[src/rtl/i2c_cond_pkg.sv]
// Shared constants for the START/STOP condition detector.
// Assumes a condition setting narrow enough that CFG_W+1 bit counters hold every limit.
package i2c_cond_pkg;

    // fixed high-speed limits, in system clock cycles
    localparam int HS_REL_CYC = 4;
    localparam int HS_WIN_CYC = 2;
    localparam int HS_DLY_CYC = 4;

    // depth of the input synchronizer chain
    localparam int SYNC_DEPTH = 2;

    // kind of a pending candidate condition
    typedef enum logic {
        COND_START = 1'b0,
        COND_STOP  = 1'b1
    } cond_kind_e;

endpackage

[src/rtl/i2c_cond_sync.sv]
// Multi-bit, multi-stage synchronizer for asynchronous line inputs.
// Assumes each bit is independent; the reset value is the idle level of the lines.
module i2c_cond_sync #(
    parameter int                 W       = 2,
    parameter int                 STAGES  = 2,
    parameter logic [W-1:0]       RST_VAL = '1
) (
    input  logic         clk,
    input  logic         rst_n,
    input  logic [W-1:0] d_in,
    output logic [W-1:0] d_out
);

    logic [W-1:0] stg [STAGES];

    generate
        for (genvar s = 0; s < STAGES; s++) begin : g_stage
            if (s == 0) begin : g_first
                // first flop samples the raw line
                always_ff @(posedge clk) begin
                    if (!rst_n) stg[s] <= RST_VAL;
                    else        stg[s] <= d_in;
                end
            end else begin : g_next
                // later flops resolve metastability
                always_ff @(posedge clk) begin
                    if (!rst_n) stg[s] <= RST_VAL;
                    else        stg[s] <= stg[s-1];
                end
            end
        end
    endgenerate

    assign d_out = stg[STAGES-1];

endmodule

[src/rtl/i2c_cond_timing.sv]
// Turns the condition setting and mode into release, window and delay limits.
// Flags illegal settings (zero or odd); half cycles are rounded up.
module i2c_cond_timing #(
    parameter int CFG_W  = 5,
    parameter int CNT_W  = CFG_W + 1,
    parameter int HS_REL = 4,
    parameter int HS_WIN = 2,
    parameter int HS_DLY = 4
) (
    input  logic             clk,
    input  logic             rst_n,
    input  logic [CFG_W-1:0] cfg,
    input  logic             hs,
    output logic [CNT_W-1:0] rel_lim,
    output logic [CNT_W-1:0] win_lim,
    output logic [CNT_W-1:0] dly_lim,
    output logic             cfg_bad,
    output logic             cfg_err
);

    logic [CNT_W-1:0] cfg_x;

    assign cfg_x = CNT_W'(cfg);

    // illegal setting: zero or odd
    always_comb cfg_bad = (cfg == '0) || cfg[0];

    // limit selection for the two modes
    always_comb begin
        if (hs) begin
            rel_lim = CNT_W'(HS_REL);
            win_lim = CNT_W'(HS_WIN);
            dly_lim = CNT_W'(HS_DLY);
        end else begin
            rel_lim = cfg_x + CNT_W'(1);
            win_lim = (cfg_x + CNT_W'(2)) >> 1;
            dly_lim = ((cfg_x + CNT_W'(1)) >> 1) + CNT_W'(2);
        end
    end

    // registered error flag for the outside
    always_ff @(posedge clk) begin
        if (!rst_n) cfg_err <= 1'b0;
        else        cfg_err <= cfg_bad;
    end

endmodule

[src/rtl/i2c_cond_qual.sv]
// Qualifies SDA edges seen while SCL is high against release, setup and hold limits.
// Once a condition is accepted it updates the busy flag after the delay limit.
// Assumes synchronized inputs and limits with dly_lim > win_lim >= 1.
module i2c_cond_qual
    import i2c_cond_pkg::*;
#(
    parameter int CNT_W = 6
) (
    input  logic             clk,
    input  logic             rst_n,
    input  logic             en,
    input  logic             scl_s,
    input  logic             sda_s,
    input  logic [CNT_W-1:0] rel_lim,
    input  logic [CNT_W-1:0] win_lim,
    input  logic [CNT_W-1:0] dly_lim,
    output logic             stop_fire,
    output logic             busy,
    output logic             start_p,
    output logic             stop_p
);

    logic             sda_q;
    logic [CNT_W-1:0] hi_q;
    logic [CNT_W-1:0] st_q;
    logic [CNT_W-1:0] age_q;
    logic             pend_q;
    cond_kind_e       kind_q;
    logic             sda_edge;
    logic             cand_ok;
    logic             hold_bad;
    logic             fire;

    assign sda_edge = (sda_s != sda_q);

    // a new candidate needs SCL high and all release and setup limits met
    always_comb cand_ok = en && scl_s && sda_edge && !pend_q
                          && (hi_q >= rel_lim) && (st_q >= win_lim);

    // the hold window is broken by SCL falling or SDA returning
    always_comb hold_bad = pend_q && (age_q < win_lim)
                           && (!scl_s || (sda_s != kind_q));

    // an accepted candidate matures after the delay limit
    always_comb fire = pend_q && en && !hold_bad && (age_q == dly_lim - CNT_W'(1));

    assign stop_fire = fire && (kind_q == COND_STOP);

    // previous synchronized SDA level for edge detection
    always_ff @(posedge clk) begin
        if (!rst_n) sda_q <= 1'b1;
        else        sda_q <= sda_s;
    end

    // saturating count of consecutive SCL high cycles
    always_ff @(posedge clk) begin
        if (!rst_n)          hi_q <= '0;
        else if (!scl_s)     hi_q <= '0;
        else if (hi_q != '1) hi_q <= hi_q + CNT_W'(1);
    end

    // saturating count of cycles since the last SDA change
    always_ff @(posedge clk) begin
        if (!rst_n)          st_q <= '0;
        else if (sda_edge)   st_q <= CNT_W'(1);
        else if (st_q != '1) st_q <= st_q + CNT_W'(1);
    end

    // candidate tracking: start, age, abort and completion
    always_ff @(posedge clk) begin
        if (!rst_n) begin
            pend_q <= 1'b0;
            kind_q <= COND_START;
            age_q  <= '0;
        end else if (!en || hold_bad || fire) begin
            pend_q <= 1'b0;
            age_q  <= '0;
        end else if (cand_ok) begin
            pend_q <= 1'b1;
            kind_q <= sda_s ? COND_STOP : COND_START;
            age_q  <= CNT_W'(1);
        end else if (pend_q) begin
            age_q  <= age_q + CNT_W'(1);
        end
    end

    // busy flag and one-cycle event pulses
    always_ff @(posedge clk) begin
        if (!rst_n) begin
            busy    <= 1'b0;
            start_p <= 1'b0;
            stop_p  <= 1'b0;
        end else begin
            start_p <= fire && (kind_q == COND_START);
            stop_p  <= fire && (kind_q == COND_STOP);
            if (fire) busy <= (kind_q == COND_START);
        end
    end

endmodule

[src/rtl/i2c_cond_irq.sv]
// Latches a request when a STOP completes in slave mode; held until acknowledged.
// Assumes a new STOP wins over an acknowledge in the same cycle.
module i2c_cond_irq (
    input  logic clk,
    input  logic rst_n,
    input  logic stop_fire,
    input  logic master,
    input  logic ack,
    output logic irq
);

    // set on slave STOP, clear on acknowledge
    always_ff @(posedge clk) begin
        if (!rst_n)                   irq <= 1'b0;
        else if (stop_fire && !master) irq <= 1'b1;
        else if (ack)                 irq <= 1'b0;
    end

endmodule

[src/rtl/i2c_cond_detect.sv]
// Top of the START/STOP condition detector: synchronizers, limit decode,
// edge qualification and the slave STOP interrupt.
// Assumes raw SCL/SDA idle high and a single clock domain for everything else.
module i2c_cond_detect
    import i2c_cond_pkg::*;
#(
    parameter int CFG_W = 5
) (
    input  logic             clk,
    input  logic             rst_n,
    input  logic [CFG_W-1:0] cond_time,
    input  logic             fast_mode,
    input  logic             master_mode,
    input  logic             scl_in,
    input  logic             sda_in,
    input  logic             irq_ack,
    output logic             bus_busy,
    output logic             start_det,
    output logic             stop_det,
    output logic             stop_irq,
    output logic             cfg_err
);

    localparam int CNT_W = CFG_W + 1;

    logic [1:0]       lines_s;
    logic [CNT_W-1:0] rel_lim;
    logic [CNT_W-1:0] win_lim;
    logic [CNT_W-1:0] dly_lim;
    logic             cfg_bad;
    logic             stop_fire;

    i2c_cond_sync #(
        .W       (2),
        .STAGES  (SYNC_DEPTH),
        .RST_VAL (2'b11)
    ) u_sync (
        .clk   (clk),
        .rst_n (rst_n),
        .d_in  ({scl_in, sda_in}),
        .d_out (lines_s)
    );

    i2c_cond_timing #(
        .CFG_W  (CFG_W),
        .CNT_W  (CNT_W),
        .HS_REL (HS_REL_CYC),
        .HS_WIN (HS_WIN_CYC),
        .HS_DLY (HS_DLY_CYC)
    ) u_timing (
        .clk     (clk),
        .rst_n   (rst_n),
        .cfg     (cond_time),
        .hs      (fast_mode),
        .rel_lim (rel_lim),
        .win_lim (win_lim),
        .dly_lim (dly_lim),
        .cfg_bad (cfg_bad),
        .cfg_err (cfg_err)
    );

    i2c_cond_qual #(
        .CNT_W (CNT_W)
    ) u_qual (
        .clk       (clk),
        .rst_n     (rst_n),
        .en        (!cfg_bad),
        .scl_s     (lines_s[1]),
        .sda_s     (lines_s[0]),
        .rel_lim   (rel_lim),
        .win_lim   (win_lim),
        .dly_lim   (dly_lim),
        .stop_fire (stop_fire),
        .busy      (bus_busy),
        .start_p   (start_det),
        .stop_p    (stop_det)
    );

    i2c_cond_irq u_irq (
        .clk       (clk),
        .rst_n     (rst_n),
        .stop_fire (stop_fire),
        .master    (master_mode),
        .ack       (irq_ack),
        .irq       (stop_irq)
    );

endmodule

[config.mk]
export PLATFORM = sky130hd
export DESIGN_NAME = i2c_cond_detect
export DESIGN_NICKNAME = d
export VERILOG_FILES = /design/src/rtl/i2c_cond_pkg.sv /design/src/rtl/i2c_cond_sync.sv /design/src/rtl/i2c_cond_timing.sv /design/src/rtl/i2c_cond_qual.sv /design/src/rtl/i2c_cond_irq.sv /design/src/rtl/i2c_cond_detect.sv
export SDC_FILE = /design/constraint.sdc
export NUM_CORES = 1
export LEC_CHECK = 0
export CORE_MARGIN = 1.5
export CORE_UTILIZATION = 55
export CTS_BUF_LIST = sky130_fd_sc_hd__clkbuf_4 sky130_fd_sc_hd__clkbuf_8 sky130_fd_sc_hd__clkbuf_16
export CTS_CLUSTER_DIAMETER = 120
export DETAILED_ROUTE_END_ITERATION = 7
export DONT_BUFFER_PORTS = 1
export PLACE_DENSITY = 0.71
export SYNTH_ARGS = -nofsm -noshare
export SYNTH_HDL_FRONTEND = slang
export SYNTH_SLANG_ARGS = --single-unit
[constraint.sdc]
create_clock -name clk -period 3.1 [get_ports clk]
set_input_delay 0 -clock clk [delete_from_list [all_inputs] [get_ports clk]]
set_output_delay 0 -clock clk [all_outputs]
set_load 0.05 [all_outputs]
Yosys cells after proc, flatten, opt, wreduce, memory -nomap -nowiden
Memories as Yosys holds them, arrays and structs flattened.
Cells that the tools add are included.
- add/sub/neg operators: 7
- $lt $le $gt $ge: 3
- equal/unequal tests: 5
- mux-type cells: 14
- bitwise logic cells: 5
- reductions and logical operators: 31
- operator list (kind ; number):
    $add 6x1->6 const B ; 3
    $logic_and 1x1->1 ; 13
    $add 5x2->6 const B ; 2
    $mux 6 ; 2
    $ne 6x6->1 const B ; 2
    $mux 1 ; 9
    $add 5x1->6 const B ; 1
    $eq 6x6->1 ; 1
    $ge 6x5->1 ; 1
    $ge 6x6->1 ; 1
    $lt 6x5->1 ; 1
    $reduce_bool 2->1 ; 3
    $sub 6x1->6 const B ; 1
    $logic_not 1->1 ; 5
    $logic_not 5->1 ; 1
    $mux 5 ; 1
    $logic_or 1x1->1 ; 4
    $mux 2 ; 2
    $reduce_and 2->1 ; 2
    $reduce_or 2->1 ; 2
    $not 1->1 ; 3
    $reduce_or 3->1 ; 1
    $ne 1x1->1 ; 2
    $or 1x1->1 ; 2
- bits in registers: 26
- memory bits (writable): 4
- input bits: 12
- output and inout port bits: 5
- logic and storage cells: 79
- memories: 1
- memory list (memory ; depth ; width ; rd ports ; clocked after memory_dff ; write ports ; RTL line ; source):
    u_sync.stg ; 2 ; 2 ; 2 ; 0 ; 2 ; i2c_cond_sync.sv:14 ; logic [W-1:0] stg [STAGES];

Longest topological paths before layout
- depth in word-level cells: 11
- mapped depth: 13
- depth with buffers taken out: 12

By module
From an unflattened synthesis, not the netlist that was laid out.
- cell total of the unflattened synthesis: 227
- area total of the unflattened synthesis: 2018.2 um2
- by module, submodules not included (module ; instances ; cells each ; area each (um2) ; sequential area each (um2)):
    i2c_cond_qual ; 1 ; 170 ; 1551.5 ; 480.5
    i2c_cond_timing ; 1 ; 44 ; 314.1 ; 20.0
    i2c_cond_sync ; 1 ; 8 ; 105.1 ; 80.1
    i2c_cond_irq ; 1 ; 4 ; 43.8 ; 20.0
    i2c_cond_detect ; 1 ; 1 ; 3.8 ; 0.0

Least setup slack after synthesis
Ideal clock, no wire load.
- path type: input to register
- from: input cond_time[1]
- to: register u_irq.irq
- arrival: 2.525 ns
- slack: 0.487 ns
- cell stages on the path: 12
- buffers on the path: 1
- cell sequence: ha_1 -> and2_4 -> buf_6 -> xor2_1 -> ha_1 -> or2_1 -> nor3_1 -> o211ai_1 -> a221o_1 -> a21oi_2 -> or3b_4 -> o32ai_2
- cells in the longest elaborated chain, start to end: 11
- ends and longest elaborated chain (element ; RTL line ; source):
    from (decl) ; i2c_cond_detect.sv:11 ; input logic [CFG_W-1:0] cond_time,
    parallel branches: the longest is 7 deep, another holds $add 5x1->6 ; n/a ;
    $logic_and 1x1->1 * ; i2c_cond_qual.sv:45 ; always_comb fire = pend_q && en && !hold_bad && (age_q == dly_lim - CNT_W'(1));
    $logic_and 1x1->1 * ; i2c_cond_qual.sv:47 ; assign stop_fire = fire && (kind_q == COND_STOP);
    $logic_and 1x1->1 * ; i2c_cond_irq.sv:15 ; else if (stop_fire && !master) irq <= 1'b1;
    $mux 1 or $reduce_bool 2->1 (tied branches) ; n/a ;
    to (signal assigned) ; i2c_cond_irq.sv:14 ; if (!rst_n) irq <= 1'b0;
    to (signal assigned) ; i2c_cond_irq.sv:15 ;
    to (signal assigned) ; i2c_cond_irq.sv:16 ; else if (ack) irq <= 1'b0;
    to (decl) ; i2c_cond_irq.sv:9 ; output logic irq
Every way passes the cells marked *.
A chain may end at the register's enable or synchronous reset.

Worst setup path after layout
- from: register u_qual.age_q[3]
- to: register u_irq.irq
- cells in the longest elaborated chain, start to end: 9
- ends and longest elaborated chain (element ; RTL line ; source):
    from (decl) ; i2c_cond_qual.sv:26 ; logic [CNT_W-1:0] age_q;
    from (signal assigned) ; i2c_cond_qual.sv:83 ; age_q <= age_q + CNT_W'(1);
    $lt 6x5->1 ; i2c_cond_qual.sv:41 ; always_comb hold_bad = pend_q && (age_q < win_lim)
    $logic_and 1x1->1 ; i2c_cond_qual.sv:41 ;
    $logic_and 1x1->1 ; i2c_cond_qual.sv:42 ; && (!scl_s || (sda_s != kind_q));
    $logic_not 1->1 ; i2c_cond_qual.sv:45 ;
    $logic_and 1x1->1 ; i2c_cond_qual.sv:45 ;
    $logic_and 1x1->1 * ; i2c_cond_qual.sv:45 ;
    $logic_and 1x1->1 * ; i2c_cond_qual.sv:47 ;
    $logic_and 1x1->1 * ; i2c_cond_irq.sv:15 ;
    $mux 1 or $reduce_bool 2->1 (tied branches) ; n/a ;
Mark *: on every way between the ends. The rest lies on a longest branch, timed or not.

==> results.json <==
{
  "outcome": "completed",
  "drt_iter0_markers": 105,
  "ys_warn_count": 0,
  "async_flop_share_pct": 0,
  "period_needed_ns": 2.63,
  "area_growth_pct": 7.69,
  "synth_most_common_cell": "dfxtp_1",
  "start_kind": "register",
  "placedCellCount": 272,
  "timing.final.crit_share_pct": 84.7,
  "holdCritPathClass": "in2reg",
  "cts_hold_buf": 5,
  "max_stage_delay_ns": 0.59,
  "clk_pin_slew_ns": 0.06,
  "required_ns": 3.30,
  "critPathKind": "reg2reg",
  "grt_pass1_vias": 1561,
  "place_hpwl_mm": 3.07,
  "htree_num_levels": 2,
  "slew_headroom_pct": 43.1,
  "fin_worst_skew_ns": 0.00431,
  "ir_worst_vdd_uv": 281,
  "grt_util_all_layers_pct": 22.5,
  "synthTopCellsByArea": "dfxtp_1, ha_1, xnor2_1",
  "finalSetupTns_ns": 0,
  "stdcell_count": 285,
  "rsz0062_at_grt": "no",
  "drive_gt1_share_pct": 8.37,
  "clk_latency_ns": 0.28,
  "maxSlewViolCount": 0,
  "cp_cell_sequence": "ha_1 > and3_1 > a221o_1 > a221oi_1 > or4_1 > a21oi_2 > or3b_4 > o32ai_2",
  "final_nets": 273,
  "clkSinkCount": 30,
  "syn_area_per_cell_um2": 8.73,
  "yosysTopAreaCell": "dfxtp_1",
  "synth_enable_flop_cells": 0,
  "route.detailed.drc": 0,
  "yosysUniqueCellTypes": 55,
  "pin_count": 17,
  "routed_wirelength_mm": 4.07,
  "yosys.area.top_type_share_pct": 29.5,
  "antenna_cells": 0,
  "overflow": 0,
  "rows": 21,
  "port-buffer-count": 0,
  "coreArea_um2": 3440,
  "synth_area_um2": 2030,
  "crit_path_max_fanout": 5,
  "ctsResizeCount": 0,
  "synthTopCellsByCount": "dfxtp_1, ha_1, nand2_1",
  "drt_pass1_iterations": 4,
  "synthCells": 233,
  "power.leakage_nw": 0.897,
  "routed_via_density": 5.70,
  "hold_viol": 0,
  "worstPathArrival_ns": 2.82,
  "cts_setup_buffers": 0,
  "synth_fp_nets": 268,
  "antenna_found_initial": 0,
  "final_antenna_net_count": 0,
  "numCtsBuffers": 5,
  "fillerInstances": 302,
  "cts.path.max_buffers": 2,
  "cp_slowest_cell": "or4_1",
  "worstSetupEndpointType": "register",
  "power_density_nw_per_um2": 399,
  "synth_seq_cells": 30,
  "setup-violations-final": 0,
  "grt_max_degree": 12,
  "wl_per_cell_um": 14.3,
  "synthFlopType": "dfxtp_1",
  "maxCapViolations": 0,
  "grt_pass1_wl_mm": 7.09,
  "clock.fmax_mhz": 381,
  "cts_root_buf": "clkbuf_8",
  "ys_seq_area_share_pct": 29.5,
  "cts_tree": "done",
  "gp_congestion": 0.944,
  "die-area_um2": 4070,
  "start_util_pct": 59.1,
  "worst_slew_pin_slew_ns": 0.842,
  "vias": 1625,
  "die-width_um": 63.8,
  "die_h_um": 63.8
}
-- sequential cells by signal (all words and copies together) (netlist names) --
register	count
u_qual.age_q	6
u_qual.sda_q	1
u_qual.start_p	1
u_timing.cfg_err	1
u_qual.kind_q	1
u_qual.st_q	6
u_irq.irq	1
u_qual.pend_q	1
u_qual.stop_p	1
u_qual.hi_q	6
u_qual.busy	1
u_sync.stg	4
-- stage by stage --
step | worst slack, ns | hold slack (ns) | power [mW] | cell area, µm² | util [%]
after floorplan | 0.487 | 0.0927 | 0.530 | 2030 | -
after global placement | 0.417 | 0.0745 | 0.545 | 2050 | 59.4
after detailed placement | 0.373 | 0.0785 | 0.546 | 2050 | 59.4
after CTS | 0.490 | 0.0725 | 0.888 | 2190 | 63.6
after global routing | 0.312 | 0.0997 | 0.925 | 2190 | 63.6
final | 0.474 | 0.0800 | 0.875 | 2190 | 63.6
-- placed cells by master (no fill, tap or decap), types with 7 or more instances in the layout --
cell      count
a21oi_1      11
dfxtp_1      30
ha_1         23
inv_1        11
nand2_1      20
nand2b_1     12
nand3_1       9
nor2_1       16
nor3_1       11
xnor2_1      16
xor2_1        7
-- cell type report --
type | count | area, µm² | share of cell area [%]
flip-flops and latches | 30 | 601 | 27.4
inverters | 11 | 41.3 | 1.88
clock buffers | 7 | 90.1 | 4.11
multi-input cells | 185 | 1350 | 61.5
well taps | 46 | 57.6 | 2.63
clock inverters | 1 | 5.00 | 0.228
repair buffers | 5 | 50.0 | 2.28
-- where the power goes --
group	internal [mW]	switching (mW)
Sequential	0.396	0.0121
Clock	0.187	0.141
Combinational	0.0660	0.0726
Total	0.649	0.226
-- worst max-delay path, delay by kind of cell, from the launching register on --
family | cells | cell delay [ns]
AO/OA/AOI/OAI | 4 | 0.67
adder cells (fa/ha/maj) | 1 | 0.32
flip-flops | 1 | 0.38
AND/OR/NAND/NOR | 3 | 1.17
-- kinds of logic (layout without fill, tap and decap cells) --
logic type,after synthesis,in the layout,share of synthesized area (%)
buffers and inverters,18,24,4.30
and+or+nand+nor,94,94,25.0
DFF,30,30,29.5
xor gates and xnor gates,23,23,9.90
adders and majority gates,24,24,14.7
muxes,4,4,1.97
AOI/OAI and AO/OA,40,40,14.6
-- metal layers --
metal	vias up	wire (µm)	track usage [%]
li1	835	-	-
met1	758	2010	29.6
met3	6	146	6.34
met5	-	0	0
met4	0	71	8.97
met2	26	1850	34.6
-- worst paths after layout --
kind	startpoint	to	slack (ns)	cells after the start
hold reg to reg	u_sync.stg[0][0]	u_sync.stg[1][0]	0.41	1
hold / removal	cond_time[3]	u_timing.cfg_err	0.08	2
setup reg to reg	u_qual.age_q[3]	u_irq.irq	0.47	8
setup / recovery	u_qual.age_q[3]	u_irq.irq	0.47	8
Note: power is estimated with default switching activity, not from simulation.
